<file path="src/rtl/fbf_pkg.sv">
package fbf_pkg;

    typedef enum logic [2:0] {
        ST_WAKE,
        ST_IDLE,
        ST_PROG_ARM,
        ST_ERASE_ARM,
        ST_PROG_RUN,
        ST_ERASE_RUN
    } fbf_state_e;

    typedef enum logic {
        RD_ARRAY,
        RD_STATUS
    } fbf_view_e;

    localparam logic [7:0] CMD_VIEW_ARRAY  = 8'hFF;
    localparam logic [7:0] CMD_VIEW_STATUS = 8'h70;
    localparam logic [7:0] CMD_PROG        = 8'h40;
    localparam logic [7:0] CMD_ERASE       = 8'h20;
    localparam logic [7:0] CMD_ERASE_GO    = 8'hD0;
    localparam logic [7:0] STAT_READY      = 8'h80;

endpackage

</file>
<file path="src/rtl/fbf_sync.sv">
module fbf_sync #(
    parameter int W      = 1,
    parameter int STAGES = 2
) (
    input  logic         clk,
    input  logic [W-1:0] d,
    output logic [W-1:0] q
);
    logic [STAGES-1:0][W-1:0] stg;

    generate
        if (STAGES == 1) begin : g_one
            always_ff @(posedge clk) stg <= d;
        end else begin : g_chain
            always_ff @(posedge clk) stg <= {stg[STAGES-2:0], d};
        end
    endgenerate

    assign q = stg[STAGES-1];
endmodule

</file>
<file path="src/rtl/fbf_wr_capture.sv">
module fbf_wr_capture #(
    parameter int AW = 4,
    parameter int DW = 16
) (
    input  logic          clk,
    input  logic          rst_s,
    input  logic          cs_s,
    input  logic          wr_s,
    input  logic          rd_s,
    input  logic [AW-1:0] addr_s,
    input  logic [DW-1:0] data_s,
    output logic          wr_stb,
    output logic [AW-1:0] lat_addr,
    output logic [DW-1:0] lat_data
);
    logic active, active_q;

    assign active = !cs_s && !wr_s && rd_s;

    always_ff @(posedge clk) begin
        if (!rst_s) active_q <= 1'b0;
        else        active_q <= active;
    end

    always_ff @(posedge clk) begin
        if (active) begin
            lat_addr <= addr_s;
            lat_data <= data_s;
        end
    end

    // first of cs/wr going high closes the window
    assign wr_stb = active_q && (cs_s || wr_s);

    p_stb_single_r3: assert property (@(posedge clk) disable iff (!rst_s)
        wr_stb |=> !wr_stb);

    p_stb_needs_close_r3: assert property (@(posedge clk) disable iff (!rst_s)
        (wr_stb && $past(rst_s)) |-> ($past(!cs_s && !wr_s && rd_s)));
endmodule

</file>
<file path="src/rtl/fbf_store.sv">
module fbf_store #(
    parameter int          AW     = 4,
    parameter int          DW     = 16,
    parameter int          BLK_W  = 2,
    parameter logic [15:0] POISON = 16'hDEAD
) (
    input  logic          clk,
    input  logic          rst_s,
    input  logic          do_prog,
    input  logic          do_erase,
    input  logic          abort_prog,
    input  logic          abort_erase,
    input  logic [AW-1:0] op_addr,
    input  logic [DW-1:0] op_data,
    input  logic [AW-1:0] rd_addr,
    output logic [DW-1:0] rd_word
);
    localparam int WORDS = 1 << AW;

    logic [DW-1:0] mem [WORDS];
    logic [WORDS-1:0] ok;

    always_ff @(posedge clk) begin
        for (int w = 0; w < WORDS; w++) begin
            if (do_prog && op_addr == AW'(w)) begin
                mem[w] <= op_data;
                ok[w]  <= 1'b1;
            end else if (do_erase && (op_addr >> BLK_W) == (AW'(w) >> BLK_W)) begin
                mem[w] <= '1;
                ok[w]  <= 1'b1;
            end else if (abort_prog && op_addr == AW'(w)) begin
                ok[w]  <= 1'b0;
            end else if (abort_erase && (op_addr >> BLK_W) == (AW'(w) >> BLK_W)) begin
                ok[w]  <= 1'b0;
            end
        end
    end

    assign rd_word = ok[rd_addr] ? mem[rd_addr] : DW'(POISON);

    p_prog_lands_r7: assert property (@(posedge clk) disable iff (!rst_s)
        do_prog |=> (ok[$past(op_addr)] && mem[$past(op_addr)] == $past(op_data)));

    p_abort_marks_r10: assert property (@(posedge clk)
        abort_prog |=> !ok[$past(op_addr)]);
endmodule

</file>
<file path="src/rtl/fbf_ctrl.sv">
module fbf_ctrl
    import fbf_pkg::*;
#(
    parameter int AW        = 4,
    parameter int DW        = 16,
    parameter int WAKE_CYC  = 12,
    parameter int PROG_CYC  = 16,
    parameter int ERASE_CYC = 40
) (
    input  logic          clk,
    input  logic          rst_s,
    input  logic          wr_stb,
    input  logic [AW-1:0] lat_addr,
    input  logic [DW-1:0] lat_data,
    output logic          waking,
    output logic          busy,
    output logic          view_status,
    output logic          do_prog,
    output logic          do_erase,
    output logic          abort_prog,
    output logic          abort_erase,
    output logic [AW-1:0] op_addr,
    output logic [DW-1:0] op_data
);
    localparam int CNT_A   = (WAKE_CYC > PROG_CYC) ? WAKE_CYC : PROG_CYC;
    localparam int CNT_MAX = (CNT_A > ERASE_CYC) ? CNT_A : ERASE_CYC;
    localparam int CW      = $clog2(CNT_MAX + 1);

    fbf_state_e    state, state_n;
    fbf_view_e     view, view_n;
    logic [CW-1:0] cnt, cnt_n;
    logic          grab_op;
    logic [7:0]    cmd;

    assign cmd = lat_data[7:0];

    // next state
    always_comb begin
        state_n = state;
        cnt_n   = cnt;
        view_n  = view;
        grab_op = 1'b0;
        unique case (state)
            ST_WAKE: begin
                if (cnt == CW'(1)) state_n = ST_IDLE;
                else               cnt_n   = cnt - CW'(1);
            end
            ST_IDLE: begin
                if (wr_stb) begin
                    case (cmd)
                        CMD_VIEW_ARRAY:  view_n  = RD_ARRAY;
                        CMD_VIEW_STATUS: view_n  = RD_STATUS;
                        CMD_PROG:        state_n = ST_PROG_ARM;
                        CMD_ERASE:       state_n = ST_ERASE_ARM;
                        default:         state_n = ST_IDLE;
                    endcase
                end
            end
            ST_PROG_ARM: begin
                if (wr_stb) begin
                    grab_op = 1'b1;
                    state_n = ST_PROG_RUN;
                    cnt_n   = CW'(PROG_CYC);
                    view_n  = RD_STATUS;
                end
            end
            ST_ERASE_ARM: begin
                if (wr_stb) begin
                    if (cmd == CMD_ERASE_GO) begin
                        grab_op = 1'b1;
                        state_n = ST_ERASE_RUN;
                        cnt_n   = CW'(ERASE_CYC);
                        view_n  = RD_STATUS;
                    end else begin
                        state_n = ST_IDLE;
                        view_n  = RD_ARRAY;
                    end
                end
            end
            ST_PROG_RUN, ST_ERASE_RUN: begin
                if (cnt == CW'(1)) state_n = ST_IDLE;
                else               cnt_n   = cnt - CW'(1);
            end
            default: state_n = ST_WAKE;
        endcase
    end

    // state register
    always_ff @(posedge clk) begin
        if (!rst_s) begin
            state <= ST_WAKE;
            cnt   <= CW'(WAKE_CYC);
            view  <= RD_ARRAY;
        end else begin
            state <= state_n;
            cnt   <= cnt_n;
            view  <= view_n;
        end
    end

    always_ff @(posedge clk) begin
        if (grab_op) begin
            op_addr <= lat_addr;
            op_data <= lat_data;
        end
    end

    // outputs
    always_comb begin
        waking      = (state == ST_WAKE);
        busy        = (state == ST_PROG_RUN) || (state == ST_ERASE_RUN);
        view_status = (view == RD_STATUS);
        do_prog     = rst_s && (state == ST_PROG_RUN) && (cnt == CW'(1));
        do_erase    = rst_s && (state == ST_ERASE_RUN) && (cnt == CW'(1));
        abort_prog  = !rst_s && (state == ST_PROG_RUN);
        abort_erase = !rst_s && (state == ST_ERASE_RUN);
    end

    p_wake_exit_r2: assert property (@(posedge clk) disable iff (!rst_s)
        (state == ST_WAKE) |=> (state inside {ST_WAKE, ST_IDLE}));

    p_prog_hold_r7: assert property (@(posedge clk) disable iff (!rst_s)
        (state == ST_PROG_RUN && cnt != CW'(1)) |=> (state == ST_PROG_RUN));

    p_erase_hold_r8: assert property (@(posedge clk) disable iff (!rst_s)
        (state == ST_ERASE_RUN && cnt != CW'(1)) |=> (state == ST_ERASE_RUN));

    p_prog_done_r7: assert property (@(posedge clk) disable iff (!rst_s)
        do_prog |=> (state == ST_IDLE));

    p_busy_ignores_cmd_r9: assert property (@(posedge clk) disable iff (!rst_s)
        (busy && wr_stb && cnt != CW'(1)) |=> (state == $past(state) && view == $past(view)));
endmodule

</file>
<file path="src/rtl/pflash_bus_frontend.sv">
module pflash_bus_frontend
    import fbf_pkg::*;
#(
    parameter int          ADDR_W      = 4,
    parameter int          DATA_W      = 16,
    parameter int          BLK_W       = 2,
    parameter int          SYNC_STAGES = 2,
    parameter int          WAKE_CYC    = 12,
    parameter int          PROG_CYC    = 16,
    parameter int          ERASE_CYC   = 40,
    parameter logic [15:0] POISON      = 16'hDEAD
) (
    input  logic              clk,
    input  logic              hw_rst_n,
    input  logic              cs_n,
    input  logic              wr_n,
    input  logic              rd_n,
    input  logic [ADDR_W-1:0] bus_addr,
    input  logic [DATA_W-1:0] wdata,
    output logic [DATA_W-1:0] rdata,
    output logic              rdata_en
);
    localparam int BW = 3 + ADDR_W + DATA_W;

    logic              rst_s;
    logic              cs_s, wr_s, rd_s;
    logic [ADDR_W-1:0] addr_s;
    logic [DATA_W-1:0] data_s;
    logic [BW-1:0]     bundle_s;

    logic              wr_stb;
    logic [ADDR_W-1:0] lat_addr, op_addr;
    logic [DATA_W-1:0] lat_data, op_data, rd_word;
    logic              waking, busy, view_status;
    logic              do_prog, do_erase, abort_prog, abort_erase;
    logic              en_q;
    logic [DATA_W-1:0] out_q;
    logic [DATA_W-1:0] status_word;

    fbf_sync #(.W(1), .STAGES(SYNC_STAGES)) u_rst_sync (
        .clk (clk),
        .d   (hw_rst_n),
        .q   (rst_s)
    );

    fbf_sync #(.W(BW), .STAGES(SYNC_STAGES)) u_pin_sync (
        .clk (clk),
        .d   ({cs_n, wr_n, rd_n, bus_addr, wdata}),
        .q   (bundle_s)
    );

    assign {cs_s, wr_s, rd_s, addr_s, data_s} = bundle_s;

    fbf_wr_capture #(.AW(ADDR_W), .DW(DATA_W)) u_cap (
        .clk      (clk),
        .rst_s    (rst_s),
        .cs_s     (cs_s),
        .wr_s     (wr_s),
        .rd_s     (rd_s),
        .addr_s   (addr_s),
        .data_s   (data_s),
        .wr_stb   (wr_stb),
        .lat_addr (lat_addr),
        .lat_data (lat_data)
    );

    fbf_ctrl #(
        .AW(ADDR_W), .DW(DATA_W), .WAKE_CYC(WAKE_CYC),
        .PROG_CYC(PROG_CYC), .ERASE_CYC(ERASE_CYC)
    ) u_ctrl (
        .clk         (clk),
        .rst_s       (rst_s),
        .wr_stb      (wr_stb),
        .lat_addr    (lat_addr),
        .lat_data    (lat_data),
        .waking      (waking),
        .busy        (busy),
        .view_status (view_status),
        .do_prog     (do_prog),
        .do_erase    (do_erase),
        .abort_prog  (abort_prog),
        .abort_erase (abort_erase),
        .op_addr     (op_addr),
        .op_data     (op_data)
    );

    fbf_store #(.AW(ADDR_W), .DW(DATA_W), .BLK_W(BLK_W), .POISON(POISON)) u_store (
        .clk         (clk),
        .rst_s       (rst_s),
        .do_prog     (do_prog),
        .do_erase    (do_erase),
        .abort_prog  (abort_prog),
        .abort_erase (abort_erase),
        .op_addr     (op_addr),
        .op_data     (op_data),
        .rd_addr     (addr_s),
        .rd_word     (rd_word)
    );

    assign status_word = {{(DATA_W-8){1'b0}}, STAT_READY};

    // read path register
    always_ff @(posedge clk) begin
        if (!rst_s) begin
            en_q  <= 1'b0;
            out_q <= '0;
        end else begin
            en_q <= !cs_s && !rd_s && wr_s && !waking;
            if (busy)             out_q <= '0;
            else if (view_status) out_q <= status_word;
            else                  out_q <= rd_word;
        end
    end

    assign rdata    = out_q;
    assign rdata_en = en_q && hw_rst_n;

    p_busy_reads_zero_r9: assert property (@(posedge clk) disable iff (!rst_s)
        busy |=> (rdata == '0));

    p_standby_quiet_r5: assert property (@(posedge clk) disable iff (!rst_s)
        cs_s |=> !rdata_en);

    p_odis_quiet_r4: assert property (@(posedge clk) disable iff (!rst_s)
        rd_s |=> !rdata_en);
endmodule

</file>
<file path="config.mk">
export PLATFORM = sky130hd
export DESIGN_NAME = pflash_bus_frontend
export DESIGN_NICKNAME = d
export VERILOG_FILES = /design/src/rtl/fbf_pkg.sv /design/src/rtl/fbf_sync.sv /design/src/rtl/fbf_wr_capture.sv /design/src/rtl/fbf_store.sv /design/src/rtl/fbf_ctrl.sv /design/src/rtl/pflash_bus_frontend.sv
export SDC_FILE = /design/constraint.sdc
export NUM_CORES = 1
export LEC_CHECK = 0
export ABC_AREA = 0
export BUFFER_PORTS_ARGS = -buffer_cell sky130_fd_sc_hd__buf_2
export CAP_MARGIN = 15
export CELL_PAD_IN_SITES_DETAIL_PLACEMENT = 0
export CELL_PAD_IN_SITES_GLOBAL_PLACEMENT = 1
export CORE_ASPECT_RATIO = 1.1
export CORE_MARGIN = 2
export CORE_UTILIZATION = 35
export DETAILED_ROUTE_END_ITERATION = 7
export GPL_TIMING_DRIVEN = 0
export PLACE_DENSITY = 0.61
export SYNTH_ARGS = -nofsm -noshare
export SYNTH_HDL_FRONTEND = slang
export SYNTH_HIERARCHICAL = 1
export SYNTH_SLANG_ARGS = --single-unit
</file>
<file path="constraint.sdc">
create_clock -name clk -period 4.4 [get_ports clk]
set_input_delay 0.44 -clock clk [delete_from_list [all_inputs] [get_ports clk]]
set_output_delay 0.44 -clock clk [all_outputs]
set_load 0.02 [all_outputs]
</file>
**After elaboration in Yosys (flattened, before gate mapping)**

Memory sizes are Yosys's and may differ from the RTL's. A register that Yosys moved wholly into a read port is not among the register bits.
Cells that the tools add are included.

- Memory bits (writable): 256
- Bits in registers: 132
- Output and inout port bits: 17
- Input port bits: 25
- Memories: 1

- Bitwise logic cells: 18
- Equal/unequal tests: 37
- Multiplexer cells: 165
- Order comparisons: 1
- Add/subtract/negate cells: 1
- Reductions and logical operators: 117

Memories:

| memory | words | bits a word | read ports | clocked after Yosys merged registers in | write ports | line | text |
|---|---|---|---|---|---|---|---|
| u_store.mem | 16 | 16 | 1 | 1 | 4 | fbf_store.sv:20 | `logic [DW-1:0] mem [WORDS];` |

Operator list:

| kind | count |
|---|---|
| $mux 16 | 29 |
| $reduce_or 16->1 | 12 |
| $mux 1 | 107 |
| $logic_and 1x1->1 | 53 |
| $mux 4 | 12 |
| $reduce_or 2->1 | 18 |
| $eq 4x4->1 const B | 8 |
| $reduce_bool 2->1 | 16 |
| $mux 6 | 4 |
| $pmux 6 s3 | 1 |
| $eq 4x3->1 const B | 4 |
| $eq 8x7->1 const B | 2 |
| $eq 8x8->1 const B | 2 |
| $or 1x1->1 | 16 |
| $mux 3 | 5 |
| $reduce_and 5->1 | 3 |
| $pmux 3 s4 | 1 |
| $ne 2x2->1 const B | 5 |
| $pmux 3 s3 | 1 |
| $eq 4x2->1 const B | 2 |
| $eq 8x6->1 const B | 1 |
| $logic_not 4->1 | 2 |
| $mux 8 | 1 |
| $eq 3x2->1 const B | 2 |
| 20 further kinds | 32 |

**Longest topological paths before layout**

Gate-level depths: netlist of run 1.

- Depth after elaboration: 12
- Gate-level depth with buffers: 10
- Mapped depth without buffers: 8

**Modules after synthesis**

Netlist of run 1, hierarchy kept.

By module, submodules not included:

| module | cells an instance | area an instance (um2) | instances |
|---|---|---|---|
| fbf_store | 844 | 12559.5 | 1 |
| fbf_ctrl | 112 | 1333.8 | 1 |
| fbf_sync at u_pin_sync | 69 | 1093.5 | 1 |
| fbf_wr_capture | 24 | 648.1 | 1 |
| pflash_bus_frontend | 39 | 509.2 | 1 |
| fbf_sync at u_rst_sync | 2 | 40.0 | 1 |

**Least setup slack after synthesis of run 1**

Ideal clock, no wire load.

- Kind: register to register
- Start point: register u_ctrl.state[1]
- End point: memory u_store.mem[3][0], enable pin
- Cell stages (with the launch flop): 7
- Arrival time: 2.764 ns
- Setup slack: 1.224 ns
- Required time: 3.987 ns
- Cell sequence: dfxtp_1 > clkbuf_1 > nand2b_1 > nor3_1 > or3b_1 > buf_2 > o21ai_0

RTL lines:

| element | line | text |
|---|---|---|
| start, declared | fbf_ctrl.sv:29 | `fbf_state_e state, state_n;` |
| start signal, assigned | fbf_ctrl.sv:95 | `state <= state_n;` |
| end, declared | fbf_store.sv:20 |  |

==> flow_summary_export.csv, run 1 <==
group,metric,value,unit
status,status,"completed",
critical_path,crit_chain,"clkbuf_1 > nand2b_1 > nor3_1 > nand3_1 > o21ai_2 > clkbuf_1 > or2b_1",
drt,wl_met1,16700,um
die,fp.dieW,209,um
sta,finalHoldViolCount,0,
clocking,cts_resized,0,
clocking,cts_tree,"done",
final_layout,area_growth,18.2,%
drt,top_layer_used,"met4",
die,start_util,35.4,%
critical_path,cp.arrival,3.72,ns
placed_design,port_buffers,41,
clocking,root_buffer,"clkbuf_16",
critical_path,critical_path.most_common_cell,"clkbuf_1",
clocking,h-tree-depth,2,
global_route,grt-ovfl-total,0,
placed_design,hpwl,27300,um
clocking,cts_made_buffers,43,
drt,drtPass1Iterations,5,
final_layout,fin_util,41.9,%
pwr,powerDensity,424,nW/um^2
global_route,antenna_found_initial,0,
synth,yosysWarnings,6,
sta,fin_crit,3.42,ns
clocking,clock_sinks,388,
drt,drt_iter0_drc,564,
sta,rsz0062_at_grt,"false",
pwr,ir_worst_vdd,0.225,mV
sta,tightest_slew,0.943,ns
critical_path,startpoint,"u_ctrl/state[1]",
worst_hold_path,min_from,"u_pin_sync/stg[21]",
critical_path,crit_slowest_cell,"o21ai_2",
clocking,clockBufferDepth,3,
synth,synthArstFlopShare,0,%
pwr,p_leak,6.99,nW
drt,wl_per_cell,20.6,um
global_route,track_usage,16.1,%
synth,seq_area_frac_synth,65.3,%
critical_path,crit_fanout,10,
placed_design,placed_area,17400,um^2
drt,drc,0,
final_layout,layout_common_cells,"edfxtp_1 (280), nand2b_1 (166), dfxtp_1 (108)",
placed_design,place_congestion,0.774,
synth,synth_cell_types,65,
global_route,grt_pass1_vias,9242,
sta,worst_slack,0.980,ns
critical_path,worstSetupPathType,"reg2reg",
global_route,grt_pass1_wl,57900,um
final_layout,final_common_cell,"edfxtp_1",
clocking,insertion_delay,0.56,ns
sta,period_share,77.7,%
final_layout,nNetsFinal,1242,
drt,via_count,8995,
global_route,grt_max_degree,18,
sta,setup_tns,0,ns
die,pin_count,42,
job,max_cap_violations,0,
final_layout,fill_cells,4106,
critical_path,reg2reg_from,"u_ctrl/state[1]",
drt,routed-wl-met2,18800,um
sta,report.final.slew_viol_count,0,
worst_hold_path,worst_hold_path_type,"reg2reg",
synth,synthCells,1090,
synth,synth_nets,1117,
clocking,clkTransAtPathRegs,0.06,ns
final_layout,layout-drive-gt1-share,24.6,%
final_layout,fin_area,19100,um^2
die,die_area,48000,um^2
drt,ant_nets,0,
placed_design,dp_slack,0.998,ns
sta,setup_viol,0,
sta,max_freq,0.292,GHz
synth,synth-seq-cells,388,
sta,fin_skew,0.0182,ns
drt,wl,37900,um
final_layout,diodes,0,
synth,synth_edf_count,280,
sta,slew_headroom,36.8,%
die,rows,82,
critical_path,cp-start-kind,"flop",
critical_path,cp.required,4.70,ns
synth,synth_area_per_cell,14.8,um^2
synth,synth_ff_type,"edfxtp_1",
pwr,p_total,8.12,mW
synth,syn_area,16200,um^2
drt,routed_via_density,4.90,
die,die_height,230,um
critical_path,end_kind,"flop",
die,core_area,45700,um^2
drt,met3_length,1730,um
critical_path,max_stage_delay,0.59,ns
[final cells by class]
| cell class | instances | area [um^2] | share of cell area (%) |
|---|---|---|---|
| Timing Repair Buffer | 80 | 679 | 3.55 |
| Multi-Input combinational cell | 606 | 5090 | 26.6 |
| Clock inverter | 19 | 243 | 1.27 |
| Clock buffer | 59 | 1230 | 6.43 |
| Buffer | 93 | 581 | 3.03 |
| Sequential cell | 388 | 10600 | 55.2 |
| Inverter | 3 | 11.3 | 0.0588 |
| Tap cell | 588 | 736 | 3.84 |
[state kept, by name (all words and copies together) (netlist names), 3 cells and up]
register	cells
u_cap/lat_addr	4
u_ctrl/state	3
u_ctrl/cnt	6
u_ctrl/op_data	16
u_pin_sync/q	23
u_store/ok	16
u_store/mem	256
rdata	16
u_cap/lat_data	16
u_pin_sync/stg	23
u_ctrl/op_addr	4
[stage by stage]
step                cells  hold slack (ns)
floorplan            1090            0.310
global placement     1719            0.312
detailed placement   1734            0.312
CTS                  1836            0.325
global route         1836            0.332
finish               1836            0.324
[metal layers]
metal	GRT usage (%)	vias to the layer above
met2	27.6	184
met3	2.99	48
met1	21.1	4489
li1	-	4274
met4	4.04	0
met5	0	-
[cell usage after synthesis (2+ instances only)]
cell / count / share of area, %
mux4_2: 35 / 4.9
a21boi_1: 5 / 0.23
dfxtp_1: 108 / 13
o21ai_2: 7 / 0.38
nor2_2: 3 / 0.12
or2b_1: 14 / 0.65
buf_6: 9 / 0.63
a22oi_1: 36 / 1.7
or2_2: 51 / 2.0
clkbuf_1: 32 / 0.74
mux4_1: 33 / 5.4
dlygate4sd1_1: 4 / 0.22
a31o_1: 2 / 0.11
o211ai_1: 18 / 0.83
buf_4: 29 / 1.3
a21oi_1: 4 / 0.12
nand2b_1: 166 / 6.4
nor4_1: 2 / 0.077
and2_2: 11 / 0.51
ha_1: 2 / 0.15
nor2b_1: 7 / 0.27
or2_1: 30 / 1.2
o22ai_1: 2 / 0.077
o221ai_1: 2 / 0.11
nor3b_1: 2 / 0.093
o21a_1: 3 / 0.14
and3_1: 3 / 0.12
o21ai_1: 3 / 0.093
inv_1: 3 / 0.070
o31ai_1: 2 / 0.093
o21ai_0: 33 / 1.0
and2_1: 9 / 0.35
edfxtp_1: 280 / 52
buf_2: 16 / 0.49
nand3_1: 17 / 0.53
nand2_1: 36 / 0.83
nor2_1: 40 / 0.93
nor3_1: 3 / 0.093
and4b_1: 2 / 0.12
[critical path, delay by kind of cell, from the launching register on]
family	cells	cell delay (ns)
flip-flops	1	0.32
AND/OR/NAND/NOR	4	1.51
AO/OA/AOI/OAI	1	0.59
buffers and inverters	2	0.74
[worst paths after layout]
| check | endpoint | slack [ns] | depth (start not counted) |
|---|---|---|---|
| worst max-delay path | u_store/mem[14][8] | 0.98 | 7 |
| worst min-delay path | u_pin_sync/q[21] | 0.32 | 0 |
| worst max register to register | u_store/mem[14][8] | 0.98 | 7 |
| worst min register to register | u_pin_sync/q[21] | 0.32 | 0 |
[cells by family after synthesis]
family / count (synthesis) / synth area share [%]
simple gates: 409 / 15.1
flops: 388 / 65.3
compound gates: 126 / 5.45
buf+inv: 96 / 3.66
mux: 68 / 10.2
fa+ha+maj: 2 / 0.155
xor+xnor: 1 / 0.0541
[what timing repair did]
action	in CTS	in global routing
hold endpoints to repair	24	0
endpoints found under the setup margin	0	0
buffers inserted	0	0
hold buffers	24	0
[power by group]
part           internal, mW  switching, mW  leakage, nW  total (mW)
sequential             3.94         0.0414         3.41        3.98
clock                  2.30           1.43        0.723        3.73
combinational         0.185          0.219         2.86       0.404
total                  6.43           1.69         6.99        8.12
Note: power is estimated with default switching activity, not from simulation.
==> run 2: changes to the inputs <==
Settings changed: PLACE_DENSITY 0.61 to 0.64.
Clock period 4.4 ns to 3.1 ns, I/O delays scaled along.
==> run 2 against run 1 <==
  * Clock skew is 0.0065 ns higher
  * Critical path depth stayed put
  * Combinational power is 41% higher
  * Fmax is 15% higher
  * Register-to-register slack worse by 0.84 ns
  * Worst setup slack worse by 0.84 ns
  * Critical endpoint is now u_store/mem[7][12]
==> flow_summary_export.csv, run 2 (synthesis results as in run 1) <==
group,metric,value,unit
clocking,clock_sinks,388,
clocking,cts_tree,"done",
drt,wl_per_cell,20.5,um
clocking,root_buffer,"clkbuf_16",
final_layout,layout-drive-gt1-share,25.0,%
final_layout,finalNonFillerCells,1838,
die,die_height,230,um
clocking,h-tree-depth,2,
drt,routed_via_density,4.88,
drt,drt_iter0_drc,572,
placed_design,placed_cells,1735,
critical_path,cp.required,3.42,ns
final_layout,largest_register_ffs,256,
global_route,antenna_found_initial,0,
status,status,"completed",
sta,max_freq,0.337,GHz
clocking,clkTransAtPathRegs,0.06,ns
placed_design,hpwl,27300,um
sta,finalHoldViolCount,0,
worst_hold_path,worst_hold_path_type,"reg2reg",
pwr,ir_worst_vdd,0.519,mV
critical_path,critical_path.most_common_cell,"nand2b_1",
drt,via_count,8972,
critical_path,cp.arrival,3.28,ns
die,die_area,48000,um^2
sta,report.final.slew_viol_count,0,
final_layout,fill_cells,4102,
sta,fin_crit,2.96,ns
pwr,powerDensity,593,nW/um^2
sta,whs,0.324,ns
pwr,p_leak,7.00,nW
final_layout,area_growth,18.5,%
clocking,clockBufferDepth,3,
placed_design,place_congestion,0.769,
critical_path,crit_slowest_cell,"o21ai_1",
sta,setup_tns,0,ns
final_layout,diodes,0,
drt,wl,37600,um
sta,fin_skew,0.0247,ns
final_layout,final_common_cell,"edfxtp_1",
sta,rsz0062_at_grt,"true",
sta,slew_headroom,41.5,%
global_route,grt_pass1_wl,58100,um
drt,drtPass1Iterations,5,
critical_path,cp-start-kind,"flop",
sta,tightest_slew,0.877,ns
die,start_util,35.4,%
global_route,grt-ovfl-total,0,
drt,ant_nets,0,
critical_path,crit_fanout,10,
critical_path,worstSetupPathType,"reg2reg",
die,fp.dieW,209,um
placed_design,dp_slack,-0.328,ns
clocking,insertion_delay,0.57,ns
critical_path,crit_family,"simple AND/OR/NAND/NOR gates",
global_route,grt_pass1_vias,9485,
job,max_cap_violations,0,
critical_path,crit_chain,"clkbuf_1 > nand2b_1 > nor3_2 > nand3b_1 > o21ai_1 > buf_2 > nand2b_1",
die,core_area,45700,um^2
placed_design,port_buffers,41,
critical_path,max_stage_delay,0.71,ns
final_layout,layout_common_cells,"edfxtp_1 (280), nand2b_1 (166), dfxtp_1 (108)",
final_layout,nNetsFinal,1242,
die,rows,82,
sta,worst_slack,0.137,ns
critical_path,end_kind,"flop",
final_layout,regMostFlops,"u_store/mem",
clocking,cts_made_buffers,43,
global_route,track_usage,16.1,%
sta,period_share,95.6,%
global_route,grt_max_degree,18,
die,pin_count,42,
sta,setup_viol,0,
critical_path,cp_num_buf_inv,2,
drt,drc,0,
[run 2: repair_timing]
action                                 in CTS  in global routing
setup buffers                               0                  0
endpoints found under the hold margin      24                  0
gates resized for setup                     7                  6
setup endpoints to repair                  58                 99
hold buffers                               24                  0
[run 2: path summary, 6_finish.rpt]
kind	slack, ns	to	start	cells past startpoint
hold / removal	0.32	u_pin_sync/q[5]	u_pin_sync/stg[5]	0
setup reg to reg	0.14	u_store/mem[7][12]	u_ctrl/state[1]	7
hold reg to reg	0.32	u_pin_sync/q[5]	u_pin_sync/stg[5]	0
setup / recovery	0.14	u_store/mem[7][12]	u_ctrl/state[1]	7
[run 2: metrics by stage]
step                util, %  power, mW  instance area, um^2
finish                 42.0       11.4                19200
detailed placement     38.2       6.31                17400
CTS                    42.0       11.5                19200
floorplan                 -       6.14                16200
global route           42.0       11.8                19200
global placement       37.5       6.31                17100
[run 2: per-layer routing]
| layer | share of wire [%] | track usage, % | vias up |
|---|---|---|---|
| met5 | 0 | 0 | - |
| met2 | 49 | 27.4 | 183 |
| met1 | 44 | 21.1 | 4462 |
| met4 | 2.5 | 5.69 | 0 |
| li1 | - | - | 4274 |
| met3 | 4.0 | 2.47 | 53 |
[run 2: where the power goes]
| part | internal, mW | switching, mW | total, mW |
|---|---|---|---|
| Combinational | 0.262 | 0.306 | 0.568 |
| Clock | 3.11 | 2.05 | 5.16 |
| Sequential | 5.59 | 0.0607 | 5.65 |
[run 2: final cells by class]
class                           instances  area [um^2]  area share [%]
Sequential cell                       388        10600            55.1
Multi-Input combinational cell        606         5130            26.8
Clock buffer                           57         1220            6.34
Timing Repair Buffer                   81          691            3.60
Inverter                                3         11.3          0.0587
Buffer                                 92          581            3.03
Tap cell                              588          736            3.84
Clock inverter                         23          234            1.22
==> run 3: changes to the inputs <==
--- a/config.mk
+++ b/config.mk
@@ -16,4 +16,5 @@
 export DETAILED_ROUTE_END_ITERATION = 7
 export GPL_TIMING_DRIVEN = 0
+export MAX_ROUTING_LAYER = met4
 export PLACE_DENSITY = 0.64
 export SYNTH_ARGS = -nofsm -noshare
==> constraint.sdc (replaced) <==
create_clock -name clk -period 3.1 [get_ports clk]
set_input_delay 0.155 -clock clk [delete_from_list [all_inputs] [get_ports clk]]
set_output_delay 0.155 -clock clk [all_outputs]
set_load 0.02 [all_outputs]
==> run 3 against run 2 <==
  * Cell area did not move
  * Cell count unchanged
  * Register-to-register slack got worse by 0.03 ns
==> flow_summary_export.csv, run 3 (synthesis results as in run 1) <==
group,metric,value,unit
critical_path,max_stage_delay,0.72,ns
sta,tightest_slew,0.873,ns
worst_hold_path,min_to,"u_pin_sync/stg[8]",
clocking,insertion_delay,0.57,ns
die,die_height,230,um
clocking,clock_sinks,388,
critical_path,r2r-end,"u_store/mem[7][12]",
placed_design,place_congestion,0.780,
final_layout,regMostFlops,"u_store/mem",
final_layout,diodes,0,
drt,drc,0,
clocking,clockBufferDepth,3,
die,start_util,35.4,%
global_route,antenna_found_initial,0,
die,die_area,48000,um^2
final_layout,layout_common_cells,"edfxtp_1 (280), nand2b_1 (166), dfxtp_1 (108)",
critical_path,end_kind,"flop",
global_route,grt_max_degree,18,
global_route,grt-ovfl-total,0,
sta,whs,0.231,ns
drt,drtPass1Iterations,5,
die,rows,82,
sta,rsz0062_at_grt,"true",
global_route,grt_pass1_vias,9468,
final_layout,fin_area,19200,um^2
sta,fin_crit,2.99,ns
final_layout,area_growth,18.5,%
placed_design,port_buffers,41,
critical_path,cp-start-kind,"flop",
pwr,ir_worst_vdd,0.519,mV
final_layout,nNetsFinal,1242,
drt,drt_iter0_drc,603,
clocking,h-tree-depth,2,
worst_hold_path,hold_depth,2,
critical_path,crit_fanout,10,
clocking,post_cts_buffers,0,
sta,report.final.slew_viol_count,0,
sta,finalHoldViolCount,0,
die,fp.dieW,209,um
final_layout,largest_register_ffs,256,
sta,period_share,96.6,%
global_route,track_usage,16.6,%
critical_path,reg2reg_from,"u_ctrl/cnt[2]",
critical_path,crit_slowest_cell,"o21ai_1",
placed_design,placed_area,17400,um^2
sta,max_freq,0.334,GHz
drt,wl_per_cell,20.5,um
job,max_cap_violations,0,
clocking,root_buffer,"clkbuf_16",
die,core_area,45700,um^2
global_route,grt_pass1_wl,58100,um
sta,fin_skew,0.0229,ns
pwr,powerDensity,594,nW/um^2
critical_path,cp.required,3.42,ns
critical_path,worstSetupPathType,"reg2reg",
die,pin_count,42,
sta,setup_viol,0,
clocking,cts_tree,"done",
clocking,cts_made_buffers,43,
drt,ant_nets,0,
final_layout,final_common_cell,"edfxtp_1",
critical_path,rr_worst_depth,7,
critical_path,cp.arrival,3.31,ns
critical_path,crit_chain,"nor2_1 > nand4_1 > nor3_2 > nand3b_1 > o21ai_1 > buf_2 > nand2b_1",
placed_design,hpwl,27300,um
clocking,clkTransAtPathRegs,0.06,ns
drt,wl,37700,um
critical_path,reg2reg_slack,0.11,ns
final_layout,layout-drive-gt1-share,25.0,%
sta,slew_headroom,41.6,%
drt,routed_via_density,4.90,
drt,via_count,8998,
worst_hold_path,worst_hold_path_type,"in2reg",
status,status,"completed",
worst_hold_path,min_from,"wdata[8]",
pwr,p_leak,7.00,nW
final_layout,fin_util,42.0,%
[run 3: cell counts in the layout (fill, tap and decap cells not counted)]
No cell type changed its count.
[run 3: critical path, delay by kind of cell (launching register included)]
family,cells,cell delay [ns]
AND/OR/NAND/NOR,5,1.31
buffers and inverters,1,0.38
flip-flops,1,0.34
AO/OA/AOI/OAI,1,0.72
[run 3: power breakdown]
group	switching (mW)	internal, mW
clock	2.05	3.11
sequential	0.0607	5.59
combinational	0.307	0.262
total	2.41	8.97
[run 3: worst max-delay path by stage]
stage                                to            start  cells after the start  slack, ns
floorplan             u_store/mem[3][0]  u_ctrl/state[1]                      6      -0.08
global placement     u_store/mem[2][10]  u_ctrl/state[1]                      6      -1.82
detailed placement   u_store/mem[14][6]  u_ctrl/state[1]                      7      -0.33
CTS                 u_store/mem[12][14]  u_ctrl/state[1]                      9       0.04
global route         u_store/mem[6][12]    u_ctrl/cnt[2]                      7      -0.17
finish               u_store/mem[7][12]    u_ctrl/cnt[2]                      7       0.11
[run 3: final cells by class]
type                       instances  area [um^2]
fill                            4102        26500
multi-input combinational        606         5130
clock inverter                    23          234
inverter                           3         11.3
tap                              588          736
sequential                       388        10600
timing repair buffer              81          691
clock buffer                      57         1220
buffer                            92          581
[run 3: metal layers]
layer	GRT usage (%)	vias up	share of wire (%)
met3	2.37	59	3.7
met2	27.3	184	49
met1	21.1	4483	45
met5	-	-	0
li1	-	4272	-
met4	5.69	0	2.4
[run 3: per-stage QoR]
step / power, mW / setup WS, ns / instances / TNS [ns]
after floorplan: 6.14 / -0.0764 / 1090 / -4.69
after global placement: 6.31 / -1.82 / 1719 / -361.84
after detailed placement: 6.31 / -0.328 / 1735 / -5.33
after CTS: 11.5 / 0.0361 / 1838 / 0
after global routing: 11.8 / -0.166 / 1838 / -2.81
final: 11.4 / 0.107 / 1838 / 0
[run 3: timing repair]
| action | 4_1_cts | 5_1_grt |
|---|---|---|
| hold buffers | 24 | 0 |
| endpoints found under the hold margin | 24 | 0 |
| endpoints found under the setup margin | 58 | 96 |
| resized for setup | 7 | 6 |
